File: config.mk
export PLATFORM = sky130hd
export DESIGN_NAME = rgmii_rx_adapter
export DESIGN_NICKNAME = d
export VERILOG_FILES = /design/src/rtl/rgrx_pkg.sv /design/src/rtl/rgrx_ddr_capture.sv /design/src/rtl/rgrx_nibble_pair.sv /design/src/rtl/rgmii_rx_adapter.sv
export SDC_FILE = /design/constraint.sdc
export NUM_CORES = 1
export LEC_CHECK = 0
export CORE_MARGIN = 4
export CORE_UTILIZATION = 52
export CTS_BUF_LIST = sky130_fd_sc_hd__clkbuf_16
export CTS_CLUSTER_DIAMETER = 80
export DETAILED_ROUTE_END_ITERATION = 10
export PLACE_DENSITY = 0.8
export SETUP_SLACK_MARGIN = 0.05
export SLEW_MARGIN = 20
export SYNTH_ARGS = -nofsm -noshare
export SYNTH_HDL_FRONTEND = slang
export SYNTH_SLANG_ARGS = --single-unit
File: constraint.sdc
create_clock -name rxc -period 2.6 [get_ports rxc]
set_clock_uncertainty 0.15 [all_clocks]
set_input_delay 0.52 -clock rxc [delete_from_list [all_inputs] [get_ports rxc]]
set_output_delay 0.52 -clock rxc [all_outputs]
set_load 0.02 [all_outputs]
File: src/rtl/rgrx_pkg.sv
package rgrx_pkg;
    typedef enum logic [0:0] {
        PAIR_EVEN = 1'b0,
        PAIR_ODD  = 1'b1
    } pair_state_e;
endpackage

File: src/rtl/rgrx_ddr_capture.sv
// Double-edge sampler: one register set per clock edge.
module rgrx_ddr_capture #(
    parameter int NIB_W = 4
) (
    input  logic             rxc,
    input  logic             rst_n,
    input  logic [NIB_W-1:0] pin_d,
    input  logic             pin_ctl,
    output logic [NIB_W-1:0] rise_d,
    output logic             rise_ctl,
    output logic [NIB_W-1:0] fall_d,
    output logic             fall_ctl
);
    always_ff @(posedge rxc or negedge rst_n) begin
        if (!rst_n) begin
            rise_d   <= '0;
            rise_ctl <= 1'b0;
        end else begin
            rise_d   <= pin_d;
            rise_ctl <= pin_ctl;
        end
    end

    always_ff @(negedge rxc or negedge rst_n) begin
        if (!rst_n) begin
            fall_d   <= '0;
            fall_ctl <= 1'b0;
        end else begin
            fall_d   <= pin_d;
            fall_ctl <= pin_ctl;
        end
    end
endmodule

File: src/rtl/rgrx_nibble_pair.sv
// Decodes valid/error and builds bytes in either speed mode.
module rgrx_nibble_pair
    import rgrx_pkg::*;
#(
    parameter int NIB_W = 4,
    localparam int BYTE_W = 2 * NIB_W
) (
    input  logic              clk,
    input  logic              rst_n,
    input  logic              speed_gig,
    input  logic [NIB_W-1:0]  rise_d,
    input  logic              rise_ctl,
    input  logic [NIB_W-1:0]  fall_d,
    input  logic              fall_ctl,
    output logic [BYTE_W-1:0] out_byte,
    output logic              out_valid,
    output logic              out_err,
    output logic              out_align
);
    pair_state_e      state_q, state_d;
    logic [NIB_W-1:0] low_q;
    logic             eacc_q;
    logic             dv, er;

    logic [BYTE_W-1:0] byte_d;
    logic              valid_d, err_d, align_d;

    assign dv = rise_ctl;
    assign er = rise_ctl ^ fall_ctl;

    // next-state logic
    always_comb begin
        state_d = state_q;
        if (speed_gig) begin
            state_d = PAIR_EVEN;                        // FORCE_EVEN
        end else begin
            unique case (state_q)
                PAIR_EVEN: if (dv) state_d = PAIR_ODD;  // HOLD_LOW
                PAIR_ODD:  state_d = PAIR_EVEN;         // EMIT_BYTE / DROP_ODD
            endcase
        end
    end

    // state register
    always_ff @(posedge clk or negedge rst_n) begin
        if (!rst_n) begin
            state_q <= PAIR_EVEN;
            low_q   <= '0;
            eacc_q  <= 1'b0;
        end else begin
            state_q <= state_d;
            if (!speed_gig && state_q == PAIR_EVEN && dv) begin
                low_q  <= rise_d;
                eacc_q <= er;
            end
        end
    end

    // output decode
    always_comb begin
        byte_d  = '0;
        valid_d = 1'b0;
        err_d   = 1'b0;
        align_d = 1'b0;
        if (speed_gig) begin
            if (dv) begin
                byte_d  = {fall_d, rise_d};
                valid_d = 1'b1;
                err_d   = er;
            end
        end else begin
            unique case (state_q)
                PAIR_EVEN: ;
                PAIR_ODD: begin
                    if (dv) begin
                        byte_d  = {rise_d, low_q};
                        valid_d = 1'b1;
                        err_d   = eacc_q | er;
                    end else begin
                        align_d = 1'b1;
                    end
                end
            endcase
        end
    end

    // output register
    always_ff @(posedge clk or negedge rst_n) begin
        if (!rst_n) begin
            out_byte  <= '0;
            out_valid <= 1'b0;
            out_err   <= 1'b0;
            out_align <= 1'b0;
        end else begin
            out_byte  <= byte_d;
            out_valid <= valid_d;
            out_err   <= err_d;
            out_align <= align_d;
        end
    end
endmodule

File: src/rtl/rgmii_rx_adapter.sv
module rgmii_rx_adapter #(
    parameter int NIB_W = 4,
    localparam int BYTE_W = 2 * NIB_W
) (
    input  logic              rxc,
    input  logic              rst_n,
    input  logic              speed_gig,
    input  logic [NIB_W-1:0]  rgmii_rd,
    input  logic              rgmii_rx_ctl,
    output logic [BYTE_W-1:0] rx_byte,
    output logic              rx_valid,
    output logic              rx_err,
    output logic              rx_align_err
);
    logic [NIB_W-1:0] rise_d, fall_d;
    logic             rise_ctl, fall_ctl;

    rgrx_ddr_capture #(.NIB_W(NIB_W)) u_cap (
        .rxc      (rxc),
        .rst_n    (rst_n),
        .pin_d    (rgmii_rd),
        .pin_ctl  (rgmii_rx_ctl),
        .rise_d   (rise_d),
        .rise_ctl (rise_ctl),
        .fall_d   (fall_d),
        .fall_ctl (fall_ctl)
    );

    rgrx_nibble_pair #(.NIB_W(NIB_W)) u_pair (
        .clk       (rxc),
        .rst_n     (rst_n),
        .speed_gig (speed_gig),
        .rise_d    (rise_d),
        .rise_ctl  (rise_ctl),
        .fall_d    (fall_d),
        .fall_ctl  (fall_ctl),
        .out_byte  (rx_byte),
        .out_valid (rx_valid),
        .out_err   (rx_err),
        .out_align (rx_align_err)
    );
endmodule

==> Word-level counts from Yosys, hierarchy flattened <==
Index checks and enable logic that the tools add are counted.
{ "totals": {"register_bits": 27, "latch_bits": 0, "mem_bits_rw": 0, "rom_bits": 0, "in_bits": 8, "out_inout_bits": 11, "elab_cells": 33, "mem_count": 0} }
{ "classes": {"addsub": 0, "multipliers": 0, "div": 0, "magnitude_cmp": 0, "n_eq_ne": 0, "shift": 0, "n_mux": 16, "n_bitwise": 3, "n_reduce_logical": 3} }
{ "ops": {"columns": ["op", "n"], "rows": [
  ["2-to-1 mux 8 bit", 4],
  ["2-to-1 mux 1 bit", 11],
  ["logical AND 1 bit", 2],
  ["one-hot mux 1 bit (2 select lines)", 1],
  ["zero test 1 bit", 1],
  ["inverter 1 bit", 1],
  ["OR 1 bit", 1],
  ["XOR 1 bit", 1]
]} }

==> Depth between registers and ports, before layout <==
{ "depth": {"word_depth": 5, "mapped_depth": 4, "mapped_depth_nobuf": 4} }

==> By module <==
A second synthesis with hierarchy kept.
{ "hier_totals": {"hier_cells": 70, "area_unflattened_um2": 973.4} }
{ "by_module_without_submodules": {"columns": ["module", "n_inst", "cells_each", "area_per_inst_um2", "seq_area_each_um2"], "rows": [
  ["rgrx_nibble_pair", 1, 60, 723.2, 425.4],
  ["rgrx_ddr_capture", 1, 10, 250.2, 250.2]
]} }

==> results.cfg <==
[run_status]
status = complete, no violations

[power]
p_switching_mw = 0.1903
cellPowerDensity_nw_per_um2 = 699.7
comb_power_share = 0.103
power.internal_mw = 0.7106
power.share.sequential = 0.524
proportion_of_power_drawn_by_the_clock_network = 0.374
power.share.switching = 0.2113
p_leak_nw = 0.5521
worst_ir_drop_vdd_mv = 0.5733

[global_route]
grt_overflow_total = 0
grt_pass1_vias = 555
global_route_wire_length_before_repair_um = 2573
gr-usage-all-layers = 0.1393
grt_start_max_net_pins = 28
antenna_found_initial = 0

[yosys]
synth.avg_cell_area_um2 = 13.91
synthesis.yosys.warnings = 0
yosys_register_bits = 27
number_of_instances_in_the_synthesized_netlist = 70
syn_area_um2 = 973.4
synthDominantAreaCellType = dfrtp_1
synth.top_cells.by_area = dfrtp_1 57%, dfrtn_1 13%, a21boi_0 6.2%, nand3b_1 6.2%, mux2_2 4.6%
seq_area_frac_synth = 0.6941
synth_largest_type_area_fraction = 0.5656
synth_fp_nets = 79
synthDistinctLibCells = 16

[cells_and_area]
final_design_area_no_fill_um2 = 1287
layout.cells.most_common_list = 22 x dfrtp_1, 18 x clkdlybuf4s50_1, 10 x nand2_1
most_common_cell_after_layout_fill_and_taps_aside = dfrtp_1
instances_no_fill = 115
final_util = 0.7376
nNetsFinal = 100
insertedDiodeCount = 0
areaGrowthSynthToFinish_pct = 32.26
fill_cells = 117
final_layout_size_suffix_gt1_frac = 0.1333

[critical_path]
delay_of_the_slowest_cell_on_the_worst_path_ns = 0.39
r2r-start = u_cap.fall_ctl
critPathSlowestCell = dfrtn_1
timing_worst_setup_path_type = flop to flop
ff2ff_setup_slack_ns = 0.06
cp.arrival_ns = 2.55
worstSetupEndpointType = flop
worst_ep_required_time_ns = 2.61
start_kind = flop
r2r-end = u_pair.out_err
r2r.worst_path.cells = 4
critical_path.cell_chain = inv_1, ha_4, nor2b_1, o31ai_1
worst-path-max-fanout = 2

[timing]
tightestPinTransition_ns = 0.4469
final.hold.worst_slack_ns = 0.3567
tns_ns = 0
timing.final.hold_violations = 0
headroom_to_the_max_slew_limit = 0.7021
final_max_slew_viols = 0
timing.final.setup_violations = 0
unrepaired_setup_endpoints_after_global_routing = false

[clock_network]
clock_insertion_delay_worst_skew_ns = 0.28
cts.root.buffer_cell = clkbuf_16
numClockSinks = 27
cts_buffers = 3
cts_max_path_buffers = 2
cts_hold_buffers = 0
cts-htree-levels = 1
cts_tree = done
clk_pin_slew_ns = 0.06

[placement]
postPlaceCellArea_um2 = 1195
port_buffers = 18
placedCellCount = 111
hpwl_um = 973.9
place_congestion = 0.7013

[worst_hold_path]
hold_start = u_pair.low_q[1]
cell_depth_of_the_worst_min_delay_path = 1
min_to = u_pair.low_q[1]
min_path_type = flop to flop

[route]
num_vias = 573
routed_wl_um = 1518
detail_route.iter0.violations = 2
vias_per_cell = 4.983
dr.pass1.iters = 4
avgRoutedWirePerCell_um = 13.20
ant_nets = 0
detail_route.drc_violations = 0

[floorplan]
die_x_um = 51.27
design.portCount = 19
floorplan.die.height_um = 51.27
fp.dieArea_um2 = 2628
num_rows = 15
start_util = 0.5577
core_area_um2 = 1745

[run]
max_cap_viol_count = 0
==> cell type report <==
class                           count  area, µm²  share of cell area
Multi-Input combinational cell     37      285.3              0.2216
Clock buffer                        3      75.07             0.05831
Timing Repair Buffer               20      207.7              0.1613
Sequential cell                    27      675.6              0.5248
Inverter                            2      7.507            0.005831
Clock inverter                      1      5.005            0.003887
Tap cell                           25      31.28             0.02430
==> critical path: cells and delay by family (launching register included) <==
family          cells  cell delay [ns]
buf+inv             1             0.06
simple gates        1             0.12
compound gates      1             0.19
fa+ha+maj           1             0.21
flops               1             0.39
==> Yosys cell counts <==
library cell and number:
mux2_2 4, nand3b_1 8, dfrtp_1 22, o31ai_1 1, dfrtn_1 5, inv_1 2, nand2_1 10, nor2b_1 1
buf_2 2, o21a_1 1, nor3b_4 1, mux2i_1 1, nor3b_1 1, a21boi_0 8, clkbuf_1 2, ha_1 1
==> logic make-up (layout without fill, tap and decap cells) <==
family | count (synthesis) | count (layout) | synth area share
flip-flops | 27 | 27 | 0.6941
AO/OA/AOI/OAI | 10 | 10 | 0.07713
buffers and inverters | 6 | 26 | 0.02571
adder cells (fa/ha/maj) | 1 | 1 | 0.01285
AND/OR/NAND/NOR | 21 | 21 | 0.1337
multiplexers | 5 | 5 | 0.05655
==> sequential cells by signal, summed over array words and instances, names as in the netlist <==
register	cells
u_cap.rise_ctl	1
u_pair.out_align	1
u_cap.fall_d	4
u_pair.low_q	4
u_pair.state_q	1
u_cap.rise_d	4
u_pair.out_err	1
u_cap.fall_ctl	1
u_pair.out_valid	1
u_pair.eacc_q	1
u_pair.out_byte	8
==> power by group through the flow <==
stage,combinational (mW),clock (mW),sequential [mW]
4_1_cts,0.0945,0.347,0.472
5_1_grt,0.103,0.364,0.476
3_3_place_gp,0.0892,0,0.477
6_report,0.0924,0.337,0.472
3_5_place_dp,0.0924,0,0.479
2_1_floorplan,0.0383,0,0.483
==> routing by layer <==
layer,share of wire,global-route usage
met5,0,0
met2,0.50,0.2253
met3,0.060,0.02915
met1,0.41,0.1612
met4,0.022,0.1048
==> what timing repair did <==
action | 4_1_cts | 5_1_grt
hold endpoints to repair | 0 | 0
setup buffers | 0 | 0
setup endpoints to repair | 1 | 0
resized for setup | 1 | 0
==> through the flow <==
step                      power (mW)  setup WS, ns
final                         0.9009       0.06049
after global routing          0.9419       0.05128
after CTS                     0.9131       0.07530
after detailed placement      0.5715       0.01712
after global placement        0.5662       0.04539
after floorplan               0.5212       0.07307
==> how the worst max path moves through the flow <==
stage,slack (ns),cells past startpoint,endpoint,startpoint
after global placement,0.05,1,u_cap.fall_ctl,rgmii_rx_ctl
final,0.06,4,u_pair.out_err,u_cap.fall_ctl
after CTS,0.08,4,u_pair.out_err,u_cap.fall_ctl
after detailed placement,0.02,4,u_pair.out_err,u_cap.fall_ctl
after global routing,0.05,4,u_pair.out_err,u_cap.fall_ctl
after floorplan,0.07,4,u_pair.out_err,u_cap.fall_ctl
(Power assumes the default switching activity.)
